--- config.mk ---
export PLATFORM = sky130hd
export DESIGN_NAME = pkd_unpack_top
export DESIGN_NICKNAME = d
export VERILOG_FILES = /design/src/rtl/pkd_unpack_pkg.sv /design/src/rtl/pkd_slicer.sv /design/src/rtl/pkd_addr_seq.sv /design/src/rtl/pkd_ctrl.sv /design/src/rtl/pkd_unpack_top.sv
export SDC_FILE = /design/constraint.sdc
export NUM_CORES = 1
export LEC_CHECK = 0
export BUFFER_PORTS_ARGS = -buffer_cell sky130_fd_sc_hd__buf_4
export CAP_MARGIN = 15
export CELL_PAD_IN_SITES_DETAIL_PLACEMENT = 1
export CELL_PAD_IN_SITES_GLOBAL_PLACEMENT = 1
export CORE_MARGIN = 4
export CORE_UTILIZATION = 38
export DETAILED_ROUTE_END_ITERATION = 7
export GPL_ROUTABILITY_DRIVEN = 1
export GPL_TIMING_DRIVEN = 0
export MAX_ROUTING_LAYER = met4
export PLACE_DENSITY = 0.92
export SETUP_SLACK_MARGIN = 0.5
export SLEW_MARGIN = 0
export SYNTH_ARGS = -nofsm -noshare
export SYNTH_HDL_FRONTEND = slang
export SYNTH_SLANG_ARGS = --single-unit
--- constraint.sdc ---
create_clock -name clk -period 1.96 [get_ports clk]
set_input_delay 0.098 -clock clk [delete_from_list [all_inputs] [get_ports clk]]
set_output_delay 0.098 -clock clk [all_outputs]
set_load 0.02 [all_outputs]
--- src/rtl/pkd_unpack_pkg.sv ---
package pkd_unpack_pkg;
  typedef enum logic [1:0] {
    FMT_RAW  = 2'd0,
    FMT_HALF = 2'd1,
    FMT_TEN  = 2'd2,
    FMT_BYTE = 2'd3
  } pack_fmt_e;

  typedef enum logic [1:0] {
    PH_IDLE  = 2'd0,
    PH_FETCH = 2'd1,
    PH_WRITE = 2'd2
  } phase_e;

  localparam int unsigned WORD_W = 32;

  // index of the final sub-value of a word for a given format
  function automatic logic [1:0] final_slot(pack_fmt_e f);
    case (f)
      FMT_RAW:  return 2'd0;
      FMT_HALF: return 2'd1;
      FMT_TEN:  return 2'd2;
      default:  return 2'd3;
    endcase
  endfunction
endpackage

--- src/rtl/pkd_slicer.sv ---
module pkd_slicer
  import pkd_unpack_pkg::*;
#(
  parameter int unsigned DATA_W = 32
) (
  input  logic [WORD_W-1:0] word,
  input  pack_fmt_e         fmt,
  input  logic [1:0]        slot,
  output logic [DATA_W-1:0] value
);
  localparam int unsigned N_BYTE = 4;
  localparam int unsigned N_TEN  = 3;
  localparam int unsigned N_HALF = 2;

  logic [7:0]  byte_lane [N_BYTE];
  logic [9:0]  ten_lane  [N_TEN];
  logic [15:0] half_lane [N_HALF];

  for (genvar g = 0; g < N_BYTE; g++) begin : g_byte
    assign byte_lane[g] = word[g*8 +: 8];
  end
  for (genvar g = 0; g < N_TEN; g++) begin : g_ten
    assign ten_lane[g] = word[g*10 +: 10];
  end
  for (genvar g = 0; g < N_HALF; g++) begin : g_half
    assign half_lane[g] = word[g*16 +: 16];
  end

  always_comb begin
    value = '0;
    case (fmt)
      FMT_RAW:  value[WORD_W-1:0] = word;
      FMT_HALF: value[15:0] = half_lane[slot[0]];
      FMT_TEN:  value[9:0]  = (slot == 2'd0) ? ten_lane[0] :
                              (slot == 2'd1) ? ten_lane[1] : ten_lane[2];
      default:  value[7:0]  = byte_lane[slot];
    endcase
  end
endmodule

--- src/rtl/pkd_addr_seq.sv ---
module pkd_addr_seq #(
  parameter int unsigned ADDR_W = 16
) (
  input  logic              clk,
  input  logic              rst_n,
  input  logic              load,
  input  logic [ADDR_W-1:0] base,
  input  logic              advance,
  output logic [ADDR_W-1:0] addr
);
  always_ff @(posedge clk) begin
    if (!rst_n)       addr <= '0;
    else if (load)    addr <= base;
    else if (advance) addr <= addr + 1'b1;
  end
endmodule

--- src/rtl/pkd_ctrl.sv ---
module pkd_ctrl
  import pkd_unpack_pkg::*;
#(
  parameter int unsigned CNT_W = 16
) (
  input  logic              clk,
  input  logic              rst_n,
  input  logic              go,
  input  logic [CNT_W-1:0]  go_count,
  input  logic [1:0]        go_fmt,
  input  logic              pl_valid,
  input  logic [WORD_W-1:0] pl_data,
  output logic              pl_ready,
  output logic              tw_req,
  input  logic              tw_ack,
  output logic              addr_load,
  output logic              addr_step,
  output logic [WORD_W-1:0] word_q,
  output pack_fmt_e         fmt_q,
  output logic [1:0]        slot_q,
  output logic              fin
);
  phase_e           phase;
  logic [CNT_W-1:0] left_q;
  logic             last_slot;

  assign pl_ready  = (phase == PH_FETCH);
  assign tw_req    = (phase == PH_WRITE);
  assign addr_load = (phase == PH_IDLE) && go;
  assign addr_step = tw_req && tw_ack;
  assign last_slot = (slot_q == final_slot(fmt_q));

  always_ff @(posedge clk) begin
    if (!rst_n) begin
      phase  <= PH_IDLE;
      left_q <= '0;
      word_q <= '0;
      fmt_q  <= FMT_RAW;
      slot_q <= '0;
      fin    <= 1'b0;
    end else begin
      fin <= 1'b0;
      case (phase)
        PH_IDLE: if (go) begin
          fmt_q  <= pack_fmt_e'(go_fmt);
          left_q <= go_count;
          if (go_count == '0) fin   <= 1'b1;
          else                phase <= PH_FETCH;
        end
        PH_FETCH: if (pl_valid) begin
          word_q <= pl_data;
          slot_q <= '0;
          phase  <= PH_WRITE;
        end
        PH_WRITE: if (tw_ack) begin
          if (last_slot) begin
            left_q <= left_q - 1'b1;
            if (left_q == CNT_W'(1)) begin
              fin   <= 1'b1;
              phase <= PH_IDLE;
            end else begin
              phase <= PH_FETCH;
            end
          end else begin
            slot_q <= slot_q + 1'b1;
          end
        end
        default: phase <= PH_IDLE;
      endcase
    end
  end
endmodule

--- src/rtl/pkd_unpack_top.sv ---
module pkd_unpack_top
  import pkd_unpack_pkg::*;
#(
  parameter int unsigned ADDR_W = 16,
  parameter int unsigned DATA_W = 32,
  parameter int unsigned CNT_W  = 16
) (
  input  logic              clk,
  input  logic              rst_n,
  input  logic              go,
  input  logic [ADDR_W-1:0] go_addr,
  input  logic [CNT_W-1:0]  go_count,
  input  logic [1:0]        go_fmt,
  input  logic              pl_valid,
  input  logic [31:0]       pl_data,
  output logic              pl_ready,
  output logic              tw_req,
  output logic [ADDR_W-1:0] tw_addr,
  output logic [DATA_W-1:0] tw_data,
  input  logic              tw_ack,
  output logic              fin
);
  logic              addr_load, addr_step;
  logic [WORD_W-1:0] word_q;
  pack_fmt_e         fmt_q;
  logic [1:0]        slot_q;

  pkd_ctrl #(.CNT_W(CNT_W)) u_ctrl (
    .clk(clk), .rst_n(rst_n), .go(go), .go_count(go_count), .go_fmt(go_fmt),
    .pl_valid(pl_valid), .pl_data(pl_data), .pl_ready(pl_ready),
    .tw_req(tw_req), .tw_ack(tw_ack), .addr_load(addr_load),
    .addr_step(addr_step), .word_q(word_q), .fmt_q(fmt_q),
    .slot_q(slot_q), .fin(fin)
  );

  pkd_addr_seq #(.ADDR_W(ADDR_W)) u_addr (
    .clk(clk), .rst_n(rst_n), .load(addr_load), .base(go_addr),
    .advance(addr_step), .addr(tw_addr)
  );

  pkd_slicer #(.DATA_W(DATA_W)) u_slice (
    .word(word_q), .fmt(fmt_q), .slot(slot_q), .value(tw_data)
  );
endmodule

==> flow_metrics.tcl, run 1 <==
set metrics [dict create \
    outcome "aborted with a tool error" \
    failing_step "5_1_grt" \
    first-error "[ERROR DPL-0033] detailed placement checks failed during check placement." \
    antenna_found_initial 0 \
    clk_path_buf_depth 2 \
    synth.yosys.seq_area_share_pct 33.3 \
    start_util_pct 39.1 \
    post_dp_cell_area_sq_mm 0.00560 \
    ys_ff_latch 71 \
    cts_htree_levels 3 \
    yosysWarnings 0 \
    largest_net_degree_at_the_start_of_global_routing 12 \
    postSynthAreaPerCell_sq_um 7.67 \
    synthTopCellsByArea "sky130_fd_sc_hd__dfxtp_1 (33%), sky130_fd_sc_hd__nand2_1 (9.6%), sky130_fd_sc_hd__a21oi_1 (8.5%)" \
    tritoncts_buffers 9 \
    post_synth_instance_area_sq_mm 0.00427 \
    num_rows 38 \
    clock_tree.root_cell "sky130_fd_sc_hd__clkbuf_16" \
    synth-async-reset-ratio_pct 0 \
    synth-edff-count 0 \
    die_width_um 114 \
    dieHeight_um 114 \
    synthFlopType "sky130_fd_sc_hd__dfxtp_1" \
    synth_cell_type_count 58 \
    timing.worst_endpoint.kind "primary output" \
    synth_largest_type_area_fraction_pct 33.3 \
    synth.net_count 633 \
    placement.io_buffers 121 \
    gp_routability_congestion 0.931 \
    sink_count 71 \
    synth.largest_area_cell "sky130_fd_sc_hd__dfxtp_1" \
    postSynthCellCount 557 \
    globalroute.repair_timing.worst_endpoint "tw_data[3]" \
    dp_hpwl_um 13000 \
    design.portCount 122 \
]
-- what timing repair did --
| action | in CTS |
|---|---|
| pin swaps | 54 |
| hold buffers | 1 |
| buffers inserted | 39 |
| endpoints found under the setup margin | 102 |
| resized for setup | 163 |
| cloned | 6 |
| endpoints found under the hold margin | 1 |
-- kinds of logic after synthesis --
logic type | count (synthesis) | share of synthesized area [%]
buffers and inverters | 56 | 5.36
multiplexers | 32 | 9.87
AND/OR/NAND/NOR | 220 | 24.9
AO/OA/AOI/OAI | 156 | 21.7
adder cells (fa/ha/maj) | 5 | 1.46
flip-flops | 71 | 33.3
XOR/XNOR | 17 | 3.48
-- synth_stat cells (all sizes together), types with 2 or more instances --
cell type / count
ha: 5
nand2: 109
nor2b: 3
o31ai: 2
o211ai: 2
and2: 19
a21oi: 73
nor3: 16
xnor2: 13
mux2i: 23
or4: 3
o21ai: 33
mux4: 8
a31oi: 3
a221oi: 2
xor2: 4
buf: 9
a21o: 2
nand4: 7
nand2b: 4
o32ai: 3
dfxtp: 71
o21a: 3
nor4: 6
and3: 11
clkbuf: 34
a22oi: 3
a41oi: 3
nor2: 24
o22ai: 5
inv: 12
a211oi: 15
nand3: 12
-- per-stage QoR --
step	setup slack, ps	hold slack (ps)	instances
2_1_floorplan	331	228	557
3_5_place_dp	-67.6	351	818
3_3_place_gp	40.0	327	818
4_1_cts	-40.3	2.19	878
==> inputs of run 2 (changes only) <==
CELL_PAD_IN_SITES_DETAIL_PLACEMENT = unset   (was 1)
CELL_PAD_IN_SITES_GLOBAL_PLACEMENT = unset   (was 1)
CORE_UTILIZATION = 40   (was 38)
MAX_ROUTING_LAYER = unset   (was met4)
PLACE_DENSITY = unset   (was 0.92)
PLACE_DENSITY_LB_ADDON = 0.15   (was unset)
SETUP_SLACK_MARGIN = unset   (was 0.5)
==> flow_metrics.tcl, run 2 <==
set metrics [dict create \
    detail_route.iter0.violations 379 \
    via_count 4894 \
    placement.io_buffers 121 \
    finalWorstPathRequiredPeriod_ps 2000 \
    clock_skew_ps 12.6 \
    grt_setup_unrepaired "true" \
    slew_headroom_pct 46.5 \
    tritoncts_buffers 9 \
    grt_pass1_wl_um 23900 \
    drive_gt1_share_pct 30.3 \
    core_region_area_sq_mm 0.0104 \
    timing.hold.worst_path_depth 3 \
    worstSetupEndpointType "primary output" \
    most_flop_heavy_register "u_ctrl.word_q" \
    power_switching_uw 1350 \
    drt_drc_violations_left 0 \
    utilization_pct 60.4 \
    reg.largest.list "u_ctrl.word_q (32), u_addr.addr (16), u_ctrl.left_q (16)" \
    largest_register_ffs 32 \
    layout_worst_path_cycle_share_pct 102 \
    dieHeight_um 111 \
    worstSkewPairLatency_ps 360 \
    clkPwrFrac_pct 29.5 \
    synth-async-reset-ratio_pct 0 \
    ant_nets 0 \
    setup_tns_ps -74.8 \
    clock_tree.root_cell "sky130_fd_sc_hd__clkbuf_8" \
    ys_ff_latch 71 \
    synth.yosys.seq_area_share_pct 33.3 \
    clk_path_buf_depth 2 \
    postSynthCellCount 557 \
    area_growth_syn_to_layout_pct 46.5 \
    post_drt_via_cell_ratio 5.57 \
    irDropWorstVdd_mv 0.361 \
    synthTopCellsByArea "sky130_fd_sc_hd__dfxtp_1 (33%), sky130_fd_sc_hd__nand2_1 (9.6%), sky130_fd_sc_hd__a21oi_1 (8.5%)" \
    overall_power_after_layout_uw 4050 \
    design.final.nets 814 \
    hold_path.class "input port to flip-flop" \
    post_synth_instance_area_sq_mm 0.00427 \
    antenna_found_initial 0 \
    largest_net_degree_at_the_start_of_global_routing 12 \
    route.detailed.wl_per_inst_um 17.2 \
    start_util_pct 41.2 \
    yosysWarnings 0 \
    design.portCount 122 \
    cts_tree "done" \
    sink_count 71 \
    first_global_vias 4747 \
    worstPathMaxFanout 5 \
    die_width_um 111 \
    num_antenna_cells 0 \
    violations "setup timing" \
    netSwitchingFraction_pct 33.3 \
    final-seq-area_sq_mm 0.00143 \
    setup_ws_ps -37.5 \
    synthFlopType "sky130_fd_sc_hd__dfxtp_1" \
    clkTransAtPathRegs_ps 70 \
    synth-edff-count 0 \
    combPwrFrac_pct 29.2 \
    synth.net_count 633 \
    die_area_sq_mm 0.0124 \
    synth_largest_type_area_fraction_pct 33.3 \
    mostFrequentLayoutCells "sky130_fd_sc_hd__buf_4 (135), sky130_fd_sc_hd__nand2_1 (108), sky130_fd_sc_hd__dfxtp_1 (67), sky130_fd_sc_hd__a21oi_1 (65), sky130_fd_sc_hd__dlygate4sd3_1 (33)" \
    grt.total_usage_pct 23.6 \
    reg2regPathDepth 6 \
    final-setup-viol-count 4 \
    number_of_max_slew_violations_in_the_final_report 0 \
    internal-power_uw 2700 \
    postSynthAreaPerCell_sq_um 7.67 \
    num_rows 37 \
    synthMostInstantiatedCell "sky130_fd_sc_hd__nand2_1" \
    fraction_of_power_consumed_by_sequential_logic_pct 41.4 \
    drt_first_pass_iters 5 \
    critical_path_class "flip-flop to primary output" \
    power.density_mw_per_mm2 647 \
    cts_htree_levels 3 \
    fillerInstances 942 \
    routed_wirelength_um 15100 \
    worst_slew_pin_slew_ps 796 \
    grt_overflow 0 \
    gp_routability_congestion 0.938 \
    multiInputGateArea_sq_mm 0.00275 \
    total_leakage_power_uw 0.00244 \
    worstPathArrival_ps 1900 \
    synth.largest_area_cell "sky130_fd_sc_hd__dfxtp_1" \
    most_common_library_cell_in_the_layout_ignoring_fill_and_taps "sky130_fd_sc_hd__buf_4" \
    critical_path_required_ps 1860 \
    crit_path_start_kind "flip-flop" \
    post_synth_most_frequent_cells "sky130_fd_sc_hd__nand2_1 (109), sky130_fd_sc_hd__a21oi_1 (73), sky130_fd_sc_hd__dfxtp_1 (71)" \
    timing_hold_violations_final 0 \
    dp_hpwl_um 10700 \
    max_freq_ghz 0.501 \
    outcome "complete, but fails checks" \
    max-cap-violations 0 \
    synth_cell_type_count 58 \
]
-- run 2: stage by stage --
step | hold WS (ps) | instance area (sq um) | cells | setup WS (ps)
floorplan | 228 | 4310 | 557 | 51.3
global placement | 328 | 5390 | 814 | -372
detailed placement | 348 | 5390 | 814 | -390
CTS | 2.73 | 6110 | 872 | -19.0
global route | 19.3 | 6260 | 879 | -129
finish | 17.5 | 6260 | 879 | -37.5
-- run 2: area by class of cell --
class                   instances  area share, %
plain buffers                  42           4.26
clock buffers                  12           2.32
clock inverters                 4          0.719
inverters                      13           1.02
multi-input cells             430           43.9
flip-flops and latches         71           22.8
well taps                     136           2.72
repair buffers                171           22.3
-- run 2: critical path, stage by stage (launching register included) --
cell,delay (ps)
sky130_fd_sc_hd__dfxtp_4,360
sky130_fd_sc_hd__buf_12,110
sky130_fd_sc_hd__buf_4,120
sky130_fd_sc_hd__mux4_2,480
sky130_fd_sc_hd__mux2i_1,190
sky130_fd_sc_hd__a21oi_2,100
sky130_fd_sc_hd__buf_4,170
-- run 2: power by group through the flow --
stage	sequential [uW]	combinational, uW	clock [uW]
after global routing	1690	1270	1280
after detailed placement	1700	1020	0
after floorplan	1710	585	0
after global placement	1700	1000	0
final	1680	1180	1190
after CTS	1670	1090	1210
-- run 2: worst paths after layout --
check	from	endpoint	slack [ps]
hold / removal	pl_data[29]	u_ctrl.word_q[29]	20
setup / recovery	u_ctrl.slot_q[0]	tw_data[3]	-40
setup reg to reg	u_ctrl.left_q[8]	u_ctrl.phase[0]	-10
hold reg to reg	u_ctrl.left_q[6]	u_ctrl.left_q[6]	480
-- run 2: kinds of logic (layout without fill, tap and decap cells) --
family | count (synthesis) | count (layout) | synth area share [%]
flops | 71 | 71 | 33.3
fa+ha+maj | 5 | 5 | 1.46
xor+xnor | 17 | 17 | 3.48
buf+inv | 56 | 242 | 5.36
simple gates | 220 | 220 | 24.9
compound gates | 156 | 156 | 21.7
mux | 32 | 32 | 9.87
-- run 2: repair_timing --
| item | in CTS | in global routing |
|---|---|---|
| pin swaps | 9 | 12 |
| cloned | 3 | 0 |
| hold endpoints to repair | 33 | 0 |
| buffers inserted | 6 | 8 |
| setup endpoints to repair | 32 | 59 |
| gates resized for setup | 50 | 38 |
| hold buffers | 33 | 0 |
-- run 2: metal layers --
metal  share of wire (%)  GRT usage [%]
met1                  41           30.0
met2                  49           39.5
met3                 7.6           5.11
met4                 1.9           8.68
met5                   0              0
No activity file was read; power rests on OpenSTA's default activity.
==> inputs of run 3 (changes only) <==
clock period = 2.43 ns   (was 1.96 ns; I/O delays follow)
==> flow_metrics.tcl, run 3 (same netlist as run 2, synthesis figures left out) <==
set metrics [dict create \
    reg2regPathDepth 7 \
    cts_tree "done" \
    start_util_pct 41.2 \
    num_antenna_cells 0 \
    regToRegStartpoint "u_ctrl.left_q[0]" \
    rr_endpoint "u_ctrl.left_q[14]" \
    hp-start "go_addr[13]" \
    critical_path_required_ps 2310 \
    worstPathMaxFanout 10 \
    hold_path.class "input port to flip-flop" \
    cts.repair_timing.setup_buffer_count 0 \
    ant_nets 0 \
    design.final.nets 765 \
    final-seq-area_sq_mm 0.00143 \
    placement.io_buffers 121 \
    post-route-cell-area_sq_mm 0.00562 \
    grt_setup_unrepaired "false" \
    design.portCount 122 \
    timing.hold.worst_path_depth 3 \
    via_count 4630 \
    worstSetupEndpointType "primary output" \
    crit_path_top_delay_cell "sky130_fd_sc_hd__dfxtp_1" \
    dp_hpwl_um 10600 \
    layout_worst_path_cycle_share_pct 92.9 \
    worst_hold_path.endpoint "u_addr.addr[13]" \
    detail_route.iter0.violations 286 \
    fillerInstances 1029 \
    post_drt_via_cell_ratio 5.58 \
    drt_drc_violations_left 0 \
    clkTransAtPathRegs_ps 80 \
    max-cap-violations 0 \
    crit_path_max_incr_delay_ps 310 \
    dieHeight_um 111 \
    finalWorstPathRequiredPeriod_ps 2260 \
    final-setup-viol-count 0 \
    first_global_vias 4524 \
    path_cells "clkbuf_4, inv_1, ha_1, clkbuf_4, mux2i_1, o21ai_0, mux2i_1, a21oi_2, buf_4" \
    setup_tns_ps 0 \
    antenna_found_initial 0 \
    num_rows 37 \
    area_growth_syn_to_layout_pct 31.5 \
    power.density_mw_per_mm2 582 \
    critical_path_class "flip-flop to primary output" \
    die_area_sq_mm 0.0124 \
    worstPathArrival_ps 2140 \
    mostFrequentLayoutCells "sky130_fd_sc_hd__buf_4 (124), sky130_fd_sc_hd__nand2_1 (109), sky130_fd_sc_hd__a21oi_1 (71), sky130_fd_sc_hd__dfxtp_1 (70), sky130_fd_sc_hd__clkbuf_1 (30)" \
    irDropWorstVdd_mv 0.476 \
    sink_count 71 \
    drt_first_pass_iters 5 \
    drive_gt1_share_pct 24.9 \
    wl_met3_um 1060 \
    post_dp_cell_area_sq_mm 0.00535 \
    gp_routability_congestion 0.961 \
    most_common_library_cell_in_the_layout_ignoring_fill_and_taps "sky130_fd_sc_hd__buf_4" \
    grt_pass1_wl_um 22900 \
    crit_path_start_kind "flip-flop" \
    slew_headroom_pct 38.8 \
    cts_htree_levels 3 \
    grt.total_usage_pct 22.4 \
    m1WireLength_um 5910 \
    route.top_layer_used "met4" \
    route.detailed.wl_per_inst_um 17.1 \
    timing_hold_violations_final 0 \
    clock_skew_ps 14.0 \
    worst_slew_pin_slew_ps 912 \
    max_freq_ghz 0.443 \
    most_flop_heavy_register "u_ctrl.word_q" \
    clock_tree.root_cell "sky130_fd_sc_hd__clkbuf_8" \
    largest_register_ffs 32 \
    tritoncts_buffers 9 \
    fin_cells 830 \
    timing.reg2reg.setup_slack_ps 290 \
    grt_overflow 0 \
    outcome "completed" \
    reg.largest.list "u_ctrl.word_q (32), u_addr.addr (16), u_ctrl.left_q (16)" \
    worstSkewPairLatency_ps 350 \
    routed_wirelength_um 14200 \
    multiInputGateArea_sq_mm 0.00263 \
    die_width_um 111 \
    placed_cells 814 \
    core_region_area_sq_mm 0.0104 \
    dr_wl_met2_um 6860 \
    clk_path_buf_depth 2 \
    largest_net_degree_at_the_start_of_global_routing 13 \
    number_of_max_slew_violations_in_the_final_report 0 \
    total_leakage_power_uw 0.00215 \
]
run 3: worst max-delay path by stage:
stage,depth (start not counted),startpoint,to
floorplan,8,u_ctrl.slot_q[0],tw_data[0]
global placement,9,u_ctrl.slot_q[0],tw_data[7]
detailed placement,9,u_ctrl.slot_q[0],tw_data[7]
CTS,9,u_ctrl.slot_q[0],tw_data[7]
global route,9,u_ctrl.slot_q[1],tw_data[0]
finish,9,u_ctrl.slot_q[1],tw_data[5]
run 3: routing by layer:
metal	GRT usage [%]	up-vias
li1	-	2244
met1	29.3	2141
met2	37.9	209
met3	4.84	36
met4	5.52	0
met5	0	-
run 3: stage by stage:
step	utilization [%]	total power, uW	hold slack (ps)	setup slack, ps
2_1_floorplan	-	1840	252	333
3_3_place_gp	51.6	2170	349	-55.2
3_5_place_dp	51.6	2180	356	-115
4_1_cts	54.1	3270	0.591	3.56
5_1_grt	54.2	3430	11.2	21.3
6_report	54.2	3270	8.82	173
run 3: worst max-delay path, delay by kind of cell, from the launching register on:
| kind | cells | cell delay, ps |
|---|---|---|
| AO/OA/AOI/OAI | 2 | 330 |
| adder cells (fa/ha/maj) | 1 | 190 |
| buffers and inverters | 4 | 720 |
| flip-flops | 1 | 310 |
| multiplexers | 2 | 240 |
run 3: layout make-up:
cell class / instances / area share [%]
Clock inverter: 5 / 1.42
Clock buffer: 11 / 2.69
Tap cell: 136 / 3.03
Timing Repair Buffer: 122 / 16.3
Buffer: 42 / 3.47
Inverter: 13 / 0.868
Multi-Input combinational cell: 430 / 46.8
Sequential cell: 71 / 25.4
run 3: repair_timing:
action	in CTS	in global routing
endpoints found under the setup margin	10	10
gates resized for setup	8	15
hold buffers	1	0
endpoints found under the hold margin	1	0
pin swaps	2	0
run 3: power breakdown:
part	switching, uW	internal, uW
sequential	104	1250
combinational	476	345
clock	467	632
==> inputs of run 4 (changes only) <==
ABC_AREA = 1   (was unset)
SYNTH_HIERARCHICAL = 1   (was unset)
==> flow_metrics.tcl, run 4 <==
set metrics [dict create \
    path_cells "buf_2, nand2_1, nand2_1, nand2_1, nand3_1, nand2_1, nand2_1, buf_4" \
    synth_largest_type_area_fraction_pct 29.4 \
    die_width_um 118 \
    final-setup-viol-count 0 \
    synth_cell_type_count 32 \
    synth.largest_area_cell "sky130_fd_sc_hd__dfxtp_1" \
    die_area_sq_mm 0.0139 \
    layout_worst_path_cycle_share_pct 78.8 \
    worstSetupEndpointType "primary output" \
    start_util_pct 41.7 \
    setup_ws_ps 514 \
    grt_overflow 0 \
    core_region_area_sq_mm 0.0116 \
    timing.reg2reg.setup_slack_ps 570 \
    yosysWarnings 6 \
    overall_power_after_layout_uw 5620 \
    worstPathArrival_ps 1790 \
    rr_endpoint "u_addr/addr[9]" \
    drt_drc_violations_left 0 \
    sink_count 71 \
    path_common_cell "sky130_fd_sc_hd__nand2_1" \
    reg2regPathDepth 8 \
    irDropWorstVdd_mv 0.449 \
    most_flop_heavy_register "u_ctrl/word_q" \
    via_count 5637 \
    synth.net_count 890 \
    multiInputGateArea_sq_mm 0.00293 \
    synth.yosys.seq_area_share_pct 29.4 \
    total_leakage_power_uw 0.00279 \
    clock_tree.root_cell "sky130_fd_sc_hd__clkbuf_16" \
    cts_htree_levels 3 \
    detail_route.iter0.violations 546 \
    post_synth_most_frequent_cells "sky130_fd_sc_hd__nand2_1 (270), sky130_fd_sc_hd__nand3_1 (94), sky130_fd_sc_hd__nor2_1 (89)" \
    area_growth_syn_to_layout_pct 28.0 \
    dieHeight_um 118 \
    clock_skew_ps 3.94 \
    synthTopCellsByArea "sky130_fd_sc_hd__dfxtp_1 (29%), sky130_fd_sc_hd__nand2_1 (21%), sky130_fd_sc_hd__nand3_1 (9.7%)" \
    grt_pass1_wl_um 25700 \
    first_global_vias 5192 \
    crit_path_top_delay_cell "sky130_fd_sc_hd__dfxtp_1" \
    postSynthCellCount 816 \
    worst_slew_pin_slew_ps 604 \
    synthFlopType "sky130_fd_sc_hd__dfxtp_1" \
    synthMostInstantiatedCell "sky130_fd_sc_hd__nand2_1" \
    critical_path_class "flip-flop to primary output" \
    mostFrequentLayoutCells "sky130_fd_sc_hd__nand2_1 (270), sky130_fd_sc_hd__buf_4 (123), sky130_fd_sc_hd__nand3_1 (94), sky130_fd_sc_hd__nor2_1 (89), sky130_fd_sc_hd__a21oi_1 (73)" \
    timing_hold_violations_final 0 \
    tritoncts_buffers 9 \
    gp_routability_congestion 0.943 \
    cts.repair_timing.setup_buffer_count 0 \
    cts_resized 0 \
    outcome "completed" \
    worstSkewPairLatency_ps 330 \
    critical_path_required_ps 2310 \
    clkTransAtPathRegs_ps 60 \
    power.density_mw_per_mm2 908 \
    cpLargestDelayFamily "flip-flops" \
    worstPathMaxFanout 10 \
    postSynthAreaPerCell_sq_um 5.93 \
    crit_path_max_incr_delay_ps 580 \
    route.detailed.wl_per_inst_um 14.2 \
    setup.worst_path.start "u_ctrl/slot_q[1]" \
    number_of_max_slew_violations_in_the_final_report 0 \
    dp_hpwl_um 11900 \
    finalWorstPathRequiredPeriod_ps 1920 \
    setup_tns_ps 0 \
    design.portCount 122 \
    routed_wirelength_um 15500 \
    drive_gt1_share_pct 20.6 \
    number_of_hold_buffers_added_after_cts 0 \
    reg.largest.list "u_ctrl/word_q (32), u_addr/addr (16), u_ctrl/left_q (16)" \
    grt_setup_unrepaired "false" \
    slew_headroom_pct 59.8 \
    grt.total_usage_pct 22.2 \
    crit_path_start_kind "flip-flop" \
    critical_path_sink "tw_data[2]" \
    hold_path.class "input port to flip-flop" \
    clk_path_buf_depth 2 \
    largest_register_ffs 32 \
    placement.io_buffers 120 \
    regToRegStartpoint "u_ctrl/phase[0]" \
    ant_nets 0 \
    most_common_library_cell_in_the_layout_ignoring_fill_and_taps "sky130_fd_sc_hd__nand2_1" \
    ys_ff_latch 71 \
    preCtsSetupSlack_ps 540 \
    final-seq-area_sq_mm 0.00142 \
    max-cap-violations 0 \
    largest_net_degree_at_the_start_of_global_routing 14 \
    post_synth_instance_area_sq_mm 0.00484 \
    synth-edff-count 0 \
    max_freq_ghz 0.522 \
    post_drt_via_cell_ratio 5.15 \
    cp.buffers_inverters 2 \
    design.final.nets 1021 \
    drt_first_pass_iters 6 \
    num_antenna_cells 0 \
    num_rows 39 \
    worst-path-stages 8 \
    placed_cells 1079 \
    fillerInstances 1243 \
    fin_cells 1094 \
    synth-async-reset-ratio_pct 0 \
    cts_tree "done" \
    antenna_found_initial 0 \
]
==> run 4: kinds of logic (layout without fill, tap and decap cells) <==
| group | after synthesis | after routing | share of synthesized area, % |
|---|---|---|---|
| simple gates | 485 | 485 | 42.4 |
| compound gates | 138 | 138 | 15.9 |
| buf+inv | 111 | 246 | 10.1 |
| flops | 71 | 71 | 29.4 |
| xor+xnor | 8 | 8 | 1.45 |
| fa+ha+maj | 3 | 3 | 0.776 |
==> run 4: stage by stage <==
step / utilization, % / area [sq um] / hold WS, ps
global placement: 50.9 / 5920 / 387
floorplan: - / 4840 / 219
global route: 53.3 / 6190 / 70.6
finish: 53.3 / 6190 / 63.4
CTS: 53.3 / 6190 / 48.5
detailed placement: 50.9 / 5920 / 396
==> run 4: how the worst min path moves through the flow <==
stage | startpoint | endpoint | cells after the start | slack (ps)
5_1_grt | pl_data[15] | u_ctrl/word_q[15] | 3 | 70
6_report | go_fmt[1] | u_ctrl/fmt_q[1] | 3 | 60
3_3_place_gp | go_fmt[1] | u_ctrl/fmt_q[1] | 3 | 390
2_1_floorplan | rst_n | u_addr/addr[1] | 2 | 220
4_1_cts | go_fmt[1] | u_ctrl/fmt_q[1] | 3 | 50
3_5_place_dp | go_fmt[1] | u_ctrl/fmt_q[1] | 3 | 400
==> run 4: metal layers <==
metal,vias to the layer above,share of wire [%],wire [um],track usage (%)
met5,-,0,0,0
met4,0,1.7,265,5.86
met3,19,7.1,1100,4.61
met2,219,47,7260,37.3
met1,2508,44,6860,28.9
li1,2891,-,-,-
==> run 4: tightest hold or removal path, cell delays in order <==
cell and delay (ps):
sky130_fd_sc_hd__buf_4 80, sky130_fd_sc_hd__o21ai_0 70, sky130_fd_sc_hd__nor2_1 80
==> run 4: where the power goes <==
part           internal (uW)  switching, uW  total (uW)  leakage, uW
sequential              1400            289        1690     0.000580
combinational            982           1730        2710      0.00207
clock                    739            482        1220     0.000138
total                   3120           2500        5620      0.00279
==> run 4: final cells by class <==
| cell class | instances | share of cell area, % |
|---|---|---|
| flip-flops and latches | 71 | 23.0 |
| well taps | 143 | 2.89 |
| clock inverters | 3 | 0.303 |
| clock buffers | 12 | 4.14 |
| plain buffers | 37 | 3.41 |
| inverters | 74 | 4.49 |
| repair buffers | 120 | 14.5 |
| multi-input cells | 634 | 47.3 |
